$ cat src/rtl/hcr_pkg.sv
package hcr_pkg;

  localparam int BUS_W  = 8;
  localparam int ERR_W  = 4;
  localparam int N_SLOT = 6;

  typedef enum logic [2:0] {
    SLOT_FRAME = 3'd0,
    SLOT_RATE  = 3'd1,
    SLOT_CTRL  = 3'd2,
    SLOT_MODE  = 3'd3,
    SLOT_ADDR  = 3'd4,
    SLOT_BLK   = 3'd5
  } slot_e;

  // Slot chosen by a command byte that is not an address byte.
  function automatic slot_e slot_of(input logic [BUS_W-1:0] b);
    case (b[7:6])
      2'b00:   slot_of = SLOT_FRAME;
      2'b01:   slot_of = SLOT_RATE;
      2'b10:   slot_of = SLOT_CTRL;
      default: slot_of = b[5] ? SLOT_BLK : SLOT_MODE;
    endcase
  endfunction

  // Number of payload bits each slot keeps.
  function automatic int payload_w(input int s);
    case (s)
      0, 1:    payload_w = 6;
      4:       payload_w = 8;
      default: payload_w = 5;
    endcase
  endfunction

  function automatic logic crc_effective(input logic par, input logic crc);
    crc_effective = crc & ~par;
  endfunction

  function automatic logic [BUS_W-1:0] pack_status1(input logic [ERR_W-1:0] err,
                                                    input logic txe, input logic rxa,
                                                    input logic done);
    pack_status1 = {1'b0, err, txe, rxa, done};
  endfunction

  function automatic logic [BUS_W-1:0] pack_status2(input logic pend, input logic txen,
                                                    input logic rxen, input logic par,
                                                    input logic crc);
    pack_status2 = {1'b1, pend, txen, rxen, par, crc, 2'b00};
  endfunction

endpackage

$ cat src/rtl/hcr_bus_sync.sv
module hcr_bus_sync
  import hcr_pkg::*;
(
  input  logic             clk,
  input  logic             rst_n,
  input  logic             cs_n,
  input  logic             cd_sel,
  input  logic             rd_n,
  input  logic             wr_n,
  input  logic [BUS_W-1:0] host_d_i,
  output logic             cmd_wr,
  output logic             data_wr,
  output logic             st_rd_done,
  output logic             data_rd_done,
  output logic [BUS_W-1:0] wr_byte,
  output logic             tx_push,
  output logic [BUS_W-1:0] tx_byte,
  output logic             rx_pop
);

  logic             rd_q, wr_q, cs_q, cd_q;
  logic [BUS_W-1:0] d_q;
  logic             wr_end, rd_end;

  always_ff @(posedge clk or negedge rst_n) begin
    if (!rst_n) begin
      rd_q <= 1'b1;
      wr_q <= 1'b1;
      cs_q <= 1'b1;
      cd_q <= 1'b0;
      d_q  <= '0;
    end else begin
      rd_q <= rd_n;
      wr_q <= wr_n;
      cs_q <= cs_n;
      cd_q <= cd_sel;
      d_q  <= host_d_i;
    end
  end

  // A transfer ends when its strobe returns high after a selected low cycle.
  assign wr_end       = !wr_q && wr_n && !cs_q;
  assign rd_end       = !rd_q && rd_n && !cs_q;
  assign cmd_wr       = wr_end && cd_q;
  assign data_wr      = wr_end && !cd_q;
  assign st_rd_done   = rd_end && cd_q;
  assign data_rd_done = rd_end && !cd_q;
  assign wr_byte      = d_q;

  always_ff @(posedge clk or negedge rst_n) begin
    if (!rst_n) begin
      tx_push <= 1'b0;
      tx_byte <= '0;
      rx_pop  <= 1'b0;
    end else begin
      tx_push <= data_wr;
      rx_pop  <= data_rd_done;
      if (data_wr) tx_byte <= d_q;
    end
  end

endmodule

$ cat src/rtl/hcr_cmd_regs.sv
module hcr_cmd_regs
  import hcr_pkg::*;
(
  input  logic             clk,
  input  logic             rst_n,
  input  logic             cmd_wr,
  input  logic [BUS_W-1:0] wr_byte,
  output logic [5:0]       frame_cfg,
  output logic [5:0]       rate_cfg,
  output logic [4:0]       ctrl_cfg,
  output logic [4:0]       mode_cfg,
  output logic [7:0]       addr_cfg,
  output logic [4:0]       blk_cfg,
  output logic             pend_q,
  output logic             err_clr,
  output logic             cfg_done
);

  slot_e             tgt;
  logic [N_SLOT-1:0] we;
  logic [N_SLOT-1:0] loaded_q;

  assign tgt = slot_of(wr_byte);

  for (genvar s = 0; s < N_SLOT; s++) begin : g_slot
    localparam int PW = payload_w(s);
    logic [PW-1:0] q;

    assign we[s] = cmd_wr && (pend_q ? (s == int'(SLOT_ADDR))
                                     : (s != int'(SLOT_ADDR)) && (tgt == slot_e'(s)));

    always_ff @(posedge clk or negedge rst_n) begin
      if (!rst_n)     q <= '0;
      else if (we[s]) q <= wr_byte[PW-1:0];
    end
  end

  assign frame_cfg = g_slot[0].q;
  assign rate_cfg  = g_slot[1].q;
  assign ctrl_cfg  = g_slot[2].q;
  assign mode_cfg  = g_slot[3].q;
  assign addr_cfg  = g_slot[4].q;
  assign blk_cfg   = g_slot[5].q;

  assign err_clr = cmd_wr && !pend_q && (tgt == SLOT_CTRL) && wr_byte[5];

  always_ff @(posedge clk or negedge rst_n) begin
    if (!rst_n) begin
      pend_q   <= 1'b0;
      loaded_q <= '0;
    end else begin
      loaded_q <= loaded_q | we;
      if (cmd_wr) pend_q <= !pend_q && (tgt == SLOT_MODE) && wr_byte[2];
    end
  end

  assign cfg_done = &loaded_q;

endmodule

$ cat src/rtl/hcr_err_flags.sv
module hcr_err_flags
  import hcr_pkg::*;
(
  input  logic             clk,
  input  logic             rst_n,
  input  logic             clr,
  input  logic [ERR_W-1:0] set_p,
  output logic [ERR_W-1:0] err_q
);

  for (genvar i = 0; i < ERR_W; i++) begin : g_flag
    always_ff @(posedge clk or negedge rst_n) begin
      if (!rst_n)        err_q[i] <= 1'b0;
      else if (set_p[i]) err_q[i] <= 1'b1;
      else if (clr)      err_q[i] <= 1'b0;
    end
  end

endmodule

$ cat src/rtl/hcr_status_sel.sv
module hcr_status_sel
  import hcr_pkg::*;
(
  input  logic             clk,
  input  logic             rst_n,
  input  logic             st_rd_done,
  input  logic             cs_n,
  input  logic             rd_n,
  input  logic             cd_sel,
  input  logic [BUS_W-1:0] st1,
  input  logic [BUS_W-1:0] st2,
  input  logic [BUS_W-1:0] rx_data,
  output logic             sel_q,
  output logic [BUS_W-1:0] host_d_o,
  output logic             host_d_oe
);

  always_ff @(posedge clk or negedge rst_n) begin
    if (!rst_n)          sel_q <= 1'b0;
    else if (st_rd_done) sel_q <= ~sel_q;
  end

  always_comb begin
    if (!cd_sel)    host_d_o = rx_data;
    else if (sel_q) host_d_o = st2;
    else            host_d_o = st1;
  end

  assign host_d_oe = !cs_n && !rd_n;

endmodule

$ cat src/rtl/hcr_top.sv
module hcr_top
  import hcr_pkg::*;
(
  input  logic             clk,
  input  logic             rst_n,
  input  logic             cs_n,
  input  logic             cd_sel,
  input  logic             rd_n,
  input  logic             wr_n,
  input  logic [BUS_W-1:0] host_d_i,
  output logic [BUS_W-1:0] host_d_o,
  output logic             host_d_oe,
  input  logic [ERR_W-1:0] rx_err_pulse,
  input  logic             tx_empty,
  input  logic             rx_avail,
  input  logic [BUS_W-1:0] rx_data,
  output logic             tx_push,
  output logic [BUS_W-1:0] tx_byte,
  output logic             rx_pop,
  output logic [5:0]       frame_cfg,
  output logic [5:0]       rate_cfg,
  output logic [4:0]       ctrl_cfg,
  output logic [4:0]       mode_cfg,
  output logic [7:0]       addr_cfg,
  output logic [4:0]       blk_cfg,
  output logic             parity_en,
  output logic             crc_en,
  output logic             tx_enable,
  output logic             rx_enable,
  output logic             cfg_done
);

  logic             cmd_wr, data_wr, st_rd_done, data_rd_done;
  logic [BUS_W-1:0] wr_byte;
  logic             pend_q, err_clr, sel_q;
  logic [ERR_W-1:0] err_q;
  logic [BUS_W-1:0] st1, st2;

  hcr_bus_sync u_sync (
    .clk, .rst_n, .cs_n, .cd_sel, .rd_n, .wr_n, .host_d_i,
    .cmd_wr, .data_wr, .st_rd_done, .data_rd_done, .wr_byte,
    .tx_push, .tx_byte, .rx_pop
  );

  hcr_cmd_regs u_regs (
    .clk, .rst_n, .cmd_wr, .wr_byte,
    .frame_cfg, .rate_cfg, .ctrl_cfg, .mode_cfg, .addr_cfg, .blk_cfg,
    .pend_q, .err_clr, .cfg_done
  );

  hcr_err_flags u_err (
    .clk, .rst_n, .clr(err_clr), .set_p(rx_err_pulse), .err_q
  );

  assign parity_en = frame_cfg[3];
  assign crc_en    = crc_effective(frame_cfg[3], frame_cfg[2]);
  assign tx_enable = ctrl_cfg[0] && cfg_done;
  assign rx_enable = ctrl_cfg[1] && cfg_done;

  assign st1 = pack_status1(err_q, tx_empty, rx_avail, cfg_done);
  assign st2 = pack_status2(pend_q, tx_enable, rx_enable, parity_en, crc_en);

  hcr_status_sel u_stat (
    .clk, .rst_n, .st_rd_done, .cs_n, .rd_n, .cd_sel,
    .st1, .st2, .rx_data, .sel_q, .host_d_o, .host_d_oe
  );

endmodule

$ cat config.mk
export PLATFORM = sky130hd
export DESIGN_NAME = hcr_top
export DESIGN_NICKNAME = d
export VERILOG_FILES = /design/src/rtl/hcr_pkg.sv /design/src/rtl/hcr_bus_sync.sv /design/src/rtl/hcr_cmd_regs.sv /design/src/rtl/hcr_err_flags.sv /design/src/rtl/hcr_status_sel.sv /design/src/rtl/hcr_top.sv
export SDC_FILE = /design/constraint.sdc
export NUM_CORES = 1
export LEC_CHECK = 0
export CORE_ASPECT_RATIO = 1.75
export CORE_MARGIN = 2
export CORE_UTILIZATION = 33
export CTS_BUF_LIST = sky130_fd_sc_hd__clkbuf_16
export DETAILED_ROUTE_END_ITERATION = 10
export GPL_TIMING_DRIVEN = 0
export PLACE_DENSITY = 0.69
export SLEW_MARGIN = 25
export SYNTH_ARGS = -nofsm -noshare
export SYNTH_HDL_FRONTEND = slang
export SYNTH_SLANG_ARGS = --single-unit
$ cat constraint.sdc
create_clock -name clk -period 4.55 [get_ports clk]
set_input_delay 0.91 -clock clk [delete_from_list [all_inputs] [get_ports clk]]
set_output_delay 0.91 -clock clk [all_outputs]
set_load 0.01 [all_outputs]
==> reports/qor.txt, run 1 <==
Run status = finished clean
Cell leakage power = 1.75 nW
Hold crit path type = register to register
Grt total ovfl = 0
Starting density of the core = 34.0%
Switching share of power = 24.8%
DRC violations left = 0
Crit path DAT = 2.67 ns
Simple logic cell fraction of the synthesized area = 10.4%
Initial antenna violation count = 0
Max-Cap Viols = 0
Area grow syn2layout = 46.5%
Syn Std Cell Area = 0.00269 sq mm
Worst-margin pin slew = 0.753 ns
DR WL/cell = 16.1 microns
Area share of fa/ha/maj cells after synthesis = 0%
Drt pass-1 iters = 4
Clock Skew = 0.00335 ns
Nets = 302
Slew headroom = 49.6%
Rows = 43
Worst vdd ir = 294 uV
Final ANT Viol Nets = 0
N_diodes = 0
PortBufs = 86
Clk slew on worst S/H paths = 0.05 ns
Pin count of the biggest net entering global routing = 47
Worst path most repeated cell = clkdlybuf4s50_1
Die W = 72.3 microns
Crit Path Max Fanout = 10
Synth Area in Compound Gates = 2.74%
Root buffer cell = clkbuf_16
Worst skew pair latency = 0.32 ns
Power, Total = 1.79 mW
Crit Path Class = input port to output pin
Distinct cells, synth = 34
Share of power burned in registers = 43.2%
DP HPWL = 4370 microns
Gpl congestion = 0.702
CTS H-Tree Depth = 3
CP max stage cell = clkdlybuf4s50_1
Final setup viols = 0
CP Buf/Inv Count = 3
Final Hold Fails = 0
Hold buffers post-CTS = 0
Pins Over Slew Limit = 0
Post-synthesis mux area share = 20.2%
Core area = 0.00791 sq mm
Tcrit/Tclk final = 78.6%
Pwr dens = 453 mW/mm^2
Vias = 1761
First-pass GRT wire length = 9490 microns
XOR/XNOR Fraction of Synth Area = 0.325%
Post-cts resize count = 0
Largest stage delay, worst path = 0.63 ns
Minimum clock period = 3.58 ns
Clock power frac = 32.5%
Switching Power = 0.443 mW
Fmax = 280 MHz
Vias in the first global route = 1791
Crit path max-delay family = buffers and inverters
R2R Setup Slk = 2.82 ns
CTS Buffer Depth = 2
Mapped Cells = 176
Worst Path Required = 3.64 ns
Comb power frac = 24.3%
Number of synthesized register bits = 69
Number of buffers created by CTS = 9
Detailed Route WL = 5920 microns
Clock Sinks = 69
CTS tree = yes
Mean Syn Cell Area = 15.3 sq um
Internal power = 1.34 mW
Startpoint types = input port
Main combinational cell family by area after synthesis = multiplexers
Tot GR Track Use = 14.6%
Setup_tns = 0 ns
Post-synth net total = 204
Sequential cell area fraction in the yosys report = 64.3%
RSZ-0062 raised after global routing = false
Critical path endpoint category = output pin
Layout cells sized above 1 = 25.1%
Postcts setup bufs = 0
Die area = 0.00893 sq mm
Die height = 123 microns
CP cell instances = clkdlybuf4s50_1, clkbuf_1, nand3b_1, o21ai_0, clkdlybuf4s50_1
1st-iter DRT viols = 61
IO Count = 87
Yosys warns = 0
Via density per instance = 4.77
-- metrics by stage --
step,worst slack (ns),area [sq um],cells,hold WS [ns],util [%]
2_1_floorplan,2.21,2690,176,0.425,-
3_3_place_gp,0.326,3670,352,0.442,46.4
3_5_place_dp,0.974,3690,353,0.445,46.7
4_1_cts,0.960,3940,369,0.457,49.9
5_1_grt,0.805,3940,369,0.469,49.9
6_report,0.974,3940,369,0.453,49.9
-- cell families after synthesis --
family,count (synthesis)
AO/OA/AOI/OAI,12
multiplexers,47
buffers and inverters,10
flip-flops,69
XOR/XNOR,1
AND/OR/NAND/NOR,37
-- flip-flops by register name (all words and copies together) (netlist names), 4 cells and up --
name,count
u_regs.addr_cfg,8
u_sync.tx_byte,8
u_sync.wr_byte,8
u_regs.frame_cfg,6
u_regs.loaded_q,6
u_regs.rate_cfg,6
u_regs.blk_cfg,5
u_regs.ctrl_cfg,5
u_regs.mode_cfg,5
u_err.err_q,4
-- placed cells by master (no fill, tap or decap), types with 2 or more instances in the layout --
master	synthesis	routed
a21oi_1	3	3
o21ai_0	2	2
a31oi_1	2	2
nand3b_1	2	2
clkinv_1	0	3
nand4b_1	2	2
mux2_4	5	5
buf_6	2	2
and3_1	2	2
inv_1	4	7
clkbuf_1	3	3
nor2b_1	2	2
dfrtp_1	66	66
nand2b_1	7	7
mux2_2	39	39
dfstp_2	3	3
nand4_1	2	2
clkbuf_16	0	9
clkdlybuf4s50_1	0	85
nor2_1	7	7
a21o_1	4	4
mux2i_1	3	3
buf_4	1	2
and2_1	2	2
-- cell usage after synthesis (all sizes together) --
cell type | instances | area (sq um)
a31oi | 2 | 12.5
xor2 | 1 | 8.76
nand4 | 2 | 12.5
a21oi | 3 | 15.0
o22ai | 1 | 6.26
nor2b | 2 | 12.5
inv | 4 | 15.0
and4 | 2 | 20.0
clkbuf | 3 | 11.3
dfrtp | 66 | 1650
nand3 | 1 | 10.0
and2 | 2 | 12.5
and4bb | 2 | 25.0
o21ai | 2 | 10.0
and3 | 2 | 12.5
nand2b | 7 | 43.8
nand2 | 1 | 6.26
nand4b | 3 | 32.5
a21o | 4 | 30.0
nor2 | 7 | 26.3
nand3b | 3 | 26.3
or2 | 1 | 6.26
nor4b | 2 | 32.5
buf | 3 | 30.0
mux2 | 44 | 514
mux2i | 3 | 30.0
dfstp | 3 | 78.8
-- final cells by class --
type,count,area (sq um)
clock buffer,9,225
tap,90,113
sequential,69,1730
clock inverter,7,27.5
timing repair buffer,87,886
buffer,6,41.3
inverter,4,15.0
fill,696,3970
multi-input combinational,97,906
-- power by group through the flow --
stage               clock network (mW)  registers, mW  logic, mW
finish                           0.581          0.772      0.434
global route                     0.631          0.787      0.466
CTS                              0.599          0.775      0.443
detailed placement                   0          0.783      0.440
global placement                     0          0.779      0.434
floorplan                            0          0.808      0.150
-- layer usage --
metal / part of all wire [%] / wire (microns) / vias up / GRT usage (%)
met5: 0 / 0 / - / 0
met4: 2.4 / 141 / 0 / 7.90
met3: 5.4 / 320 / 10 / 4.24
met2: 54 / 3210 / 58 / 24.3
met1: 38 / 2250 / 874 / 16.7
li1: - / - / 819 / -
-- final timing paths --
kind	start	end	cells past startpoint
worst max register to register	u_sync.cs_q	u_regs.ctrl_cfg[1]	4
min in group asynchronous	rst_n	u_sync.rx_pop	1
worst min register to register	u_regs.loaded_q[2]	u_regs.loaded_q[2]	1
max in group asynchronous	rst_n	u_regs.ctrl_cfg[3]	2
worst max-delay path	cd_sel	host_d_o[1]	5
worst min-delay path	u_regs.loaded_q[2]	u_regs.loaded_q[2]	1
No activity file was read; power rests on OpenSTA's default activity.
==> run 2, diff against run 1 <==
--- a/config.mk
+++ b/config.mk
@@ -11,7 +11,7 @@
 export CTS_BUF_LIST = sky130_fd_sc_hd__clkbuf_16
 export DETAILED_ROUTE_END_ITERATION = 10
 export GPL_TIMING_DRIVEN = 0
-export PLACE_DENSITY = 0.69
+export PLACE_DENSITY = 0.71
 export SLEW_MARGIN = 25
 export SYNTH_ARGS = -nofsm -noshare
 export SYNTH_HDL_FRONTEND = slang
==> constraint.sdc (replaced) <==
create_clock -name clk -period 3 [get_ports clk]
set_input_delay 0.6 -clock clk [delete_from_list [all_inputs] [get_ports clk]]
set_output_delay 0.6 -clock clk [all_outputs]
set_load 0.01 [all_outputs]
==> reports/qor.txt, run 2 (synthesized netlist as in run 1, its figures left out) <==
Reg area = 0.00173 sq mm
Gpl congestion = 0.736
DP Area = 0.00369 sq mm
Initial antenna violation count = 0
Pwr dens = 686 mW/mm^2
IO Count = 87
CP Buf/Inv Count = 3
DP HPWL = 4350 microns
Tcrit/Tclk final = 94.3%
Crit path max-delay family = buffers and inverters
Cell leakage power = 1.76 nW
Area grow syn2layout = 46.5%
1st-iter DRT viols = 45
Vias = 1752
Die W = 72.3 microns
Hold crit path type = input port to asynchronous set/reset pin
Critical path endpoint category = output pin
Die area = 0.00893 sq mm
Minimum clock period = 2.83 ns
Tot GR Track Use = 14.5%
Power, Total = 2.71 mW
Worst vdd ir = 382 uV
Final Hold Fails = 0
Dpl cells = 353
Worst Path Required = 2.40 ns
Final setup viols = 0
Vias in the first global route = 1761
CP cell instances = clkdlybuf4s50_1, clkbuf_2, nor2_1, a21oi_1, clkdlybuf4s50_1
Hold_ws = 0.131 ns
Die height = 123 microns
Clock Sinks = 69
Layout cells sized above 1 = 25.1%
Run status = finished clean
Core area = 0.00791 sq mm
DR WL/cell = 16.3 microns
Slew headroom = 45.6%
Worst path most repeated cell = clkdlybuf4s50_1
Largest stage delay, worst path = 0.63 ns
Via density per instance = 4.75
Crit Path Class = input port to output pin
DRC violations left = 0
Postcts setup bufs = 0
Grt total ovfl = 0
First-pass GRT wire length = 9400 microns
Crit path DAT = 2.23 ns
Starting density of the core = 34.0%
N_diodes = 0
Clock Skew = 0.00569 ns
Most common cell after layout, fill and taps aside = clkdlybuf4s50_1
Layout fillers = 700
Crit Path Max Fanout = 10
Worst-margin pin slew = 0.812 ns
Max-Cap Viols = 0
Detailed Route WL = 6020 microns
Number of buffers created by CTS = 9
Clk slew on worst S/H paths = 0.05 ns
CTS Buffer Depth = 2
Final non-filler cell total = 369
CP max stage cell = clkdlybuf4s50_1
Fmax = 353 MHz
Worst skew pair latency = 0.32 ns
Most frequent cells in the layout = 85 x clkdlybuf4s50_1, 66 x dfrtp_1, 39 x mux2_2
Drt pass-1 iters = 4
Setup_tns = 0 ns
Root buffer cell = clkbuf_16
Multi-input gate area = 906 sq um
Pin count of the biggest net entering global routing = 56
Nets = 302
PortBufs = 86
CTS H-Tree Depth = 3
Rows = 43
Final ANT Viol Nets = 0
RSZ-0062 raised after global routing = false
Final instance area = 0.00394 sq mm
Startpoint types = input port
CTS tree = yes
Pins Over Slew Limit = 0
==> run 2: power by group <==
part	total (mW)	switching (mW)	internal, mW
logic	0.660	0.244	0.417
registers	1.17	0.0900	1.08
clock network	0.872	0.335	0.536
==> run 2: worst paths after layout <==
check | slack [ns] | cells after the start | end | start
max in group asynchronous | 2.28 | 2 | u_sync.wr_q | rst_n
min in group clk | 0.45 | 1 | u_regs.loaded_q[1] | u_regs.loaded_q[1]
worst max register to register | 1.31 | 4 | u_regs.ctrl_cfg[0] | u_sync.cs_q
worst min-delay path | 0.13 | 1 | u_sync.wr_byte[0] | rst_n
worst max-delay path | 0.17 | 5 | host_d_o[6] | cd_sel
worst min register to register | 0.45 | 1 | u_regs.loaded_q[1] | u_regs.loaded_q[1]
==> run 2: timing repair <==
item / 4_1_cts / 5_1_grt
gates resized for setup: 0 / 2
endpoints found under the setup margin: 0 / 3
hold buffers: 0 / 0
==> run 2: area by class of cell <==
class	count	share of cell area (%)
sequential	69	43.9
multi-input combinational	97	23.0
timing repair buffer	87	22.5
clock buffer	9	5.71
tap	90	2.86
buffer	6	1.08
clock inverter	7	0.666
inverter	4	0.381
==> run 2: per-layer routing <==
layer	vias up	share of wire, %	track usage, %
met3	8	6.1	3.91
met1	872	38	16.0
li1	816	-	-
met5	-	0	0
met4	0	1.8	7.78
met2	56	54	25.0
==> run 2: stage by stage <==
step | util [%] | setup slack [ns]
2_1_floorplan | - | 1.28
3_3_place_gp | 46.4 | -0.893
3_5_place_dp | 46.7 | 0.0607
4_1_cts | 49.8 | 0.0409
5_1_grt | 49.9 | 0.0658
6_report | 49.9 | 0.170
==> run 3, diff against run 2 <==
--- a/config.mk
+++ b/config.mk
@@ -7,11 +7,11 @@
 export LEC_CHECK = 0
 export CORE_ASPECT_RATIO = 1.75
 export CORE_MARGIN = 2
-export CORE_UTILIZATION = 33
+export CORE_UTILIZATION = 41
 export CTS_BUF_LIST = sky130_fd_sc_hd__clkbuf_16
 export DETAILED_ROUTE_END_ITERATION = 10
 export GPL_TIMING_DRIVEN = 0
-export PLACE_DENSITY = 0.71
+export PLACE_DENSITY = 0.83
 export SLEW_MARGIN = 25
 export SYNTH_ARGS = -nofsm -noshare
 export SYNTH_HDL_FRONTEND = slang
==> constraint.sdc (replaced) <==
create_clock -name clk -period 3 [get_ports clk]
set_input_delay 0.6 -clock clk [delete_from_list [all_inputs] [get_ports clk]]
set_output_delay 0.6 -clock clk [all_outputs]
set_load 0.1 [all_outputs]
==> reports/qor.txt, run 3 (synthesized netlist as in run 1, its figures left out) <==
Final setup viols = 0
Number of buffers created by CTS = 9
Minimum clock period = 2.93 ns
Postcts setup bufs = 0
Largest stage delay, worst path = 1.14 ns
Hold crit path type = input port to asynchronous set/reset pin
Crit path DAT = 2.33 ns
1st-iter DRT viols = 30
DRC violations left = 0
Die W = 65.3 microns
N_diodes = 0
Initial antenna violation count = 0
Final core occ = 61.9%
Slack of the critical path = 0.0708 ns
Die area = 0.00726 sq mm
Startpoint types = input port
Clk slew on worst S/H paths = 0.05 ns
Tot GR Track Use = 17.8%
Hold buffers post-CTS = 0
Core area = 0.00644 sq mm
Nets = 302
First-pass GRT wire length = 9460 microns
Via density per instance = 4.95
Rows = 39
CP cell instances = clkdlybuf4s50_1, nor2_1, clkdlybuf4s50_1
Layout fillers = 498
Cell leakage power = 1.77 nW
Pre-CTS WS = -0.612 ns
PortBufs = 86
CTS H-Tree Depth = 3
Clock Skew = 0.00368 ns
Gpl congestion = 0.711
Detailed Route WL = 5880 microns
Critical path endpoint category = output pin
Worst path most repeated cell = clkdlybuf4s50_1
DR WL/cell = 16.3 microns
Starting density of the core = 41.8%
Pin count of the biggest net entering global routing = 53
Crit Path Max Fanout = 4
DP HPWL = 4280 microns
Vias in the first global route = 1827
CTS tree = yes
Tcrit/Tclk final = 97.6%
Post-cts resize count = 28
Pwr dens = 976 mW/mm^2
CP max stage cell = clkdlybuf4s50_1
Layout cells sized above 1 = 29.0%
Die height = 111 microns
Clock Sinks = 69
Worst-margin pin slew = 1.03 ns
Final ANT Viol Nets = 0
Max-Cap Viols = 0
Most common cell after layout, fill and taps aside = clkdlybuf4s50_1
Area grow syn2layout = 48.1%
Run status = finished clean
Worst skew pair latency = 0.32 ns
Pins Over Slew Limit = 0
Multi-input gate area = 917 sq um
Grt total ovfl = 0
Root buffer cell = clkbuf_16
Reg area = 0.00173 sq mm
Crit Path Class = input port to output pin
Power, Total = 3.89 mW
Worst Path Required = 2.40 ns
Final Hold Fails = 0
Worst vdd ir = 620 uV
Drt pass-1 iters = 4
CTS Buffer Depth = 2
Slew headroom = 30.9%
IO Count = 87
Vias = 1788
RSZ-0062 raised after global routing = false
Fmax = 341 MHz
Most frequent cells in the layout = 77 x clkdlybuf4s50_1, 66 x dfrtp_1, 39 x mux2_2
-- run 3: cell types whose count changed in the layout (fill, tap and decap cells not counted), moves of 2 or more --
cell / before / now
bufinv_16: 0 / 2
clkinv_1: 1 / 4
clkdlybuf4s50_1: 85 / 77
buf_2: 0 / 2
inv_1: 10 / 4
clkdlybuf4s15_2: 0 / 4
-- run 3: worst paths after layout --
| check | from | cells past startpoint | endpoint | slack (ns) |
|---|---|---|---|---|
| max | rd_n | 3 | host_d_oe | 0.07 |
| min | rst_n | 1 | u_regs.blk_cfg[1] | 0.14 |
| max reg2reg | u_sync.cs_q | 4 | u_regs.ctrl_cfg[1] | 1.26 |
| min reg2reg | u_regs.loaded_q[5] | 1 | u_regs.loaded_q[5] | 0.46 |
| max in group asynchronous | rst_n | 2 | u_sync.cs_q | 2.28 |
| min in group clk | u_regs.loaded_q[5] | 1 | u_regs.loaded_q[5] | 0.46 |
-- run 3: routing by layer --
layer  vias up  GRT usage (%)  routed length, microns  share of wire, %
met3        12           5.58                     341               5.8
met2        60           29.5                    3130                53
met4         0           9.17                     187               3.2
met5         -              0                       0                 0
met1       895           20.1                    2220                38
li1        821              -                       -                 -
-- run 3: layout make-up --
cell class,count,share of cell area (%)
tap,82,2.57
clock inverter,7,2.01
inverter,4,0.376
sequential,69,43.4
clock buffer,9,5.65
buffer,6,1.04
multi-input combinational,97,23.0
timing repair buffer,87,22.0
-- run 3: critical path, delay by kind of cell --
kind,cells,cell delay (ns)
buf+inv,2,1.61
simple gates,1,0.11
-- run 3: through the flow --
stage,TNS (ns),std cells,area [sq um],hold WS [ns]
after detailed placement,-3.25,345,3690,0.448
after CTS,0,361,4000,0.146
final,0,361,3990,0.144
after floorplan,-2.44,176,2700,0.304
after global placement,-56.45,344,3670,0.442
after global routing,0,361,3990,0.159
-- run 3: power breakdown --
group / total [mW] / internal (mW) / leakage (nW) / switching (mW)
clock: 1.07 / 0.713 / 0.149 / 0.353
combinational: 1.65 / 0.404 / 0.771 / 1.25
sequential: 1.17 / 1.08 / 0.854 / 0.0905
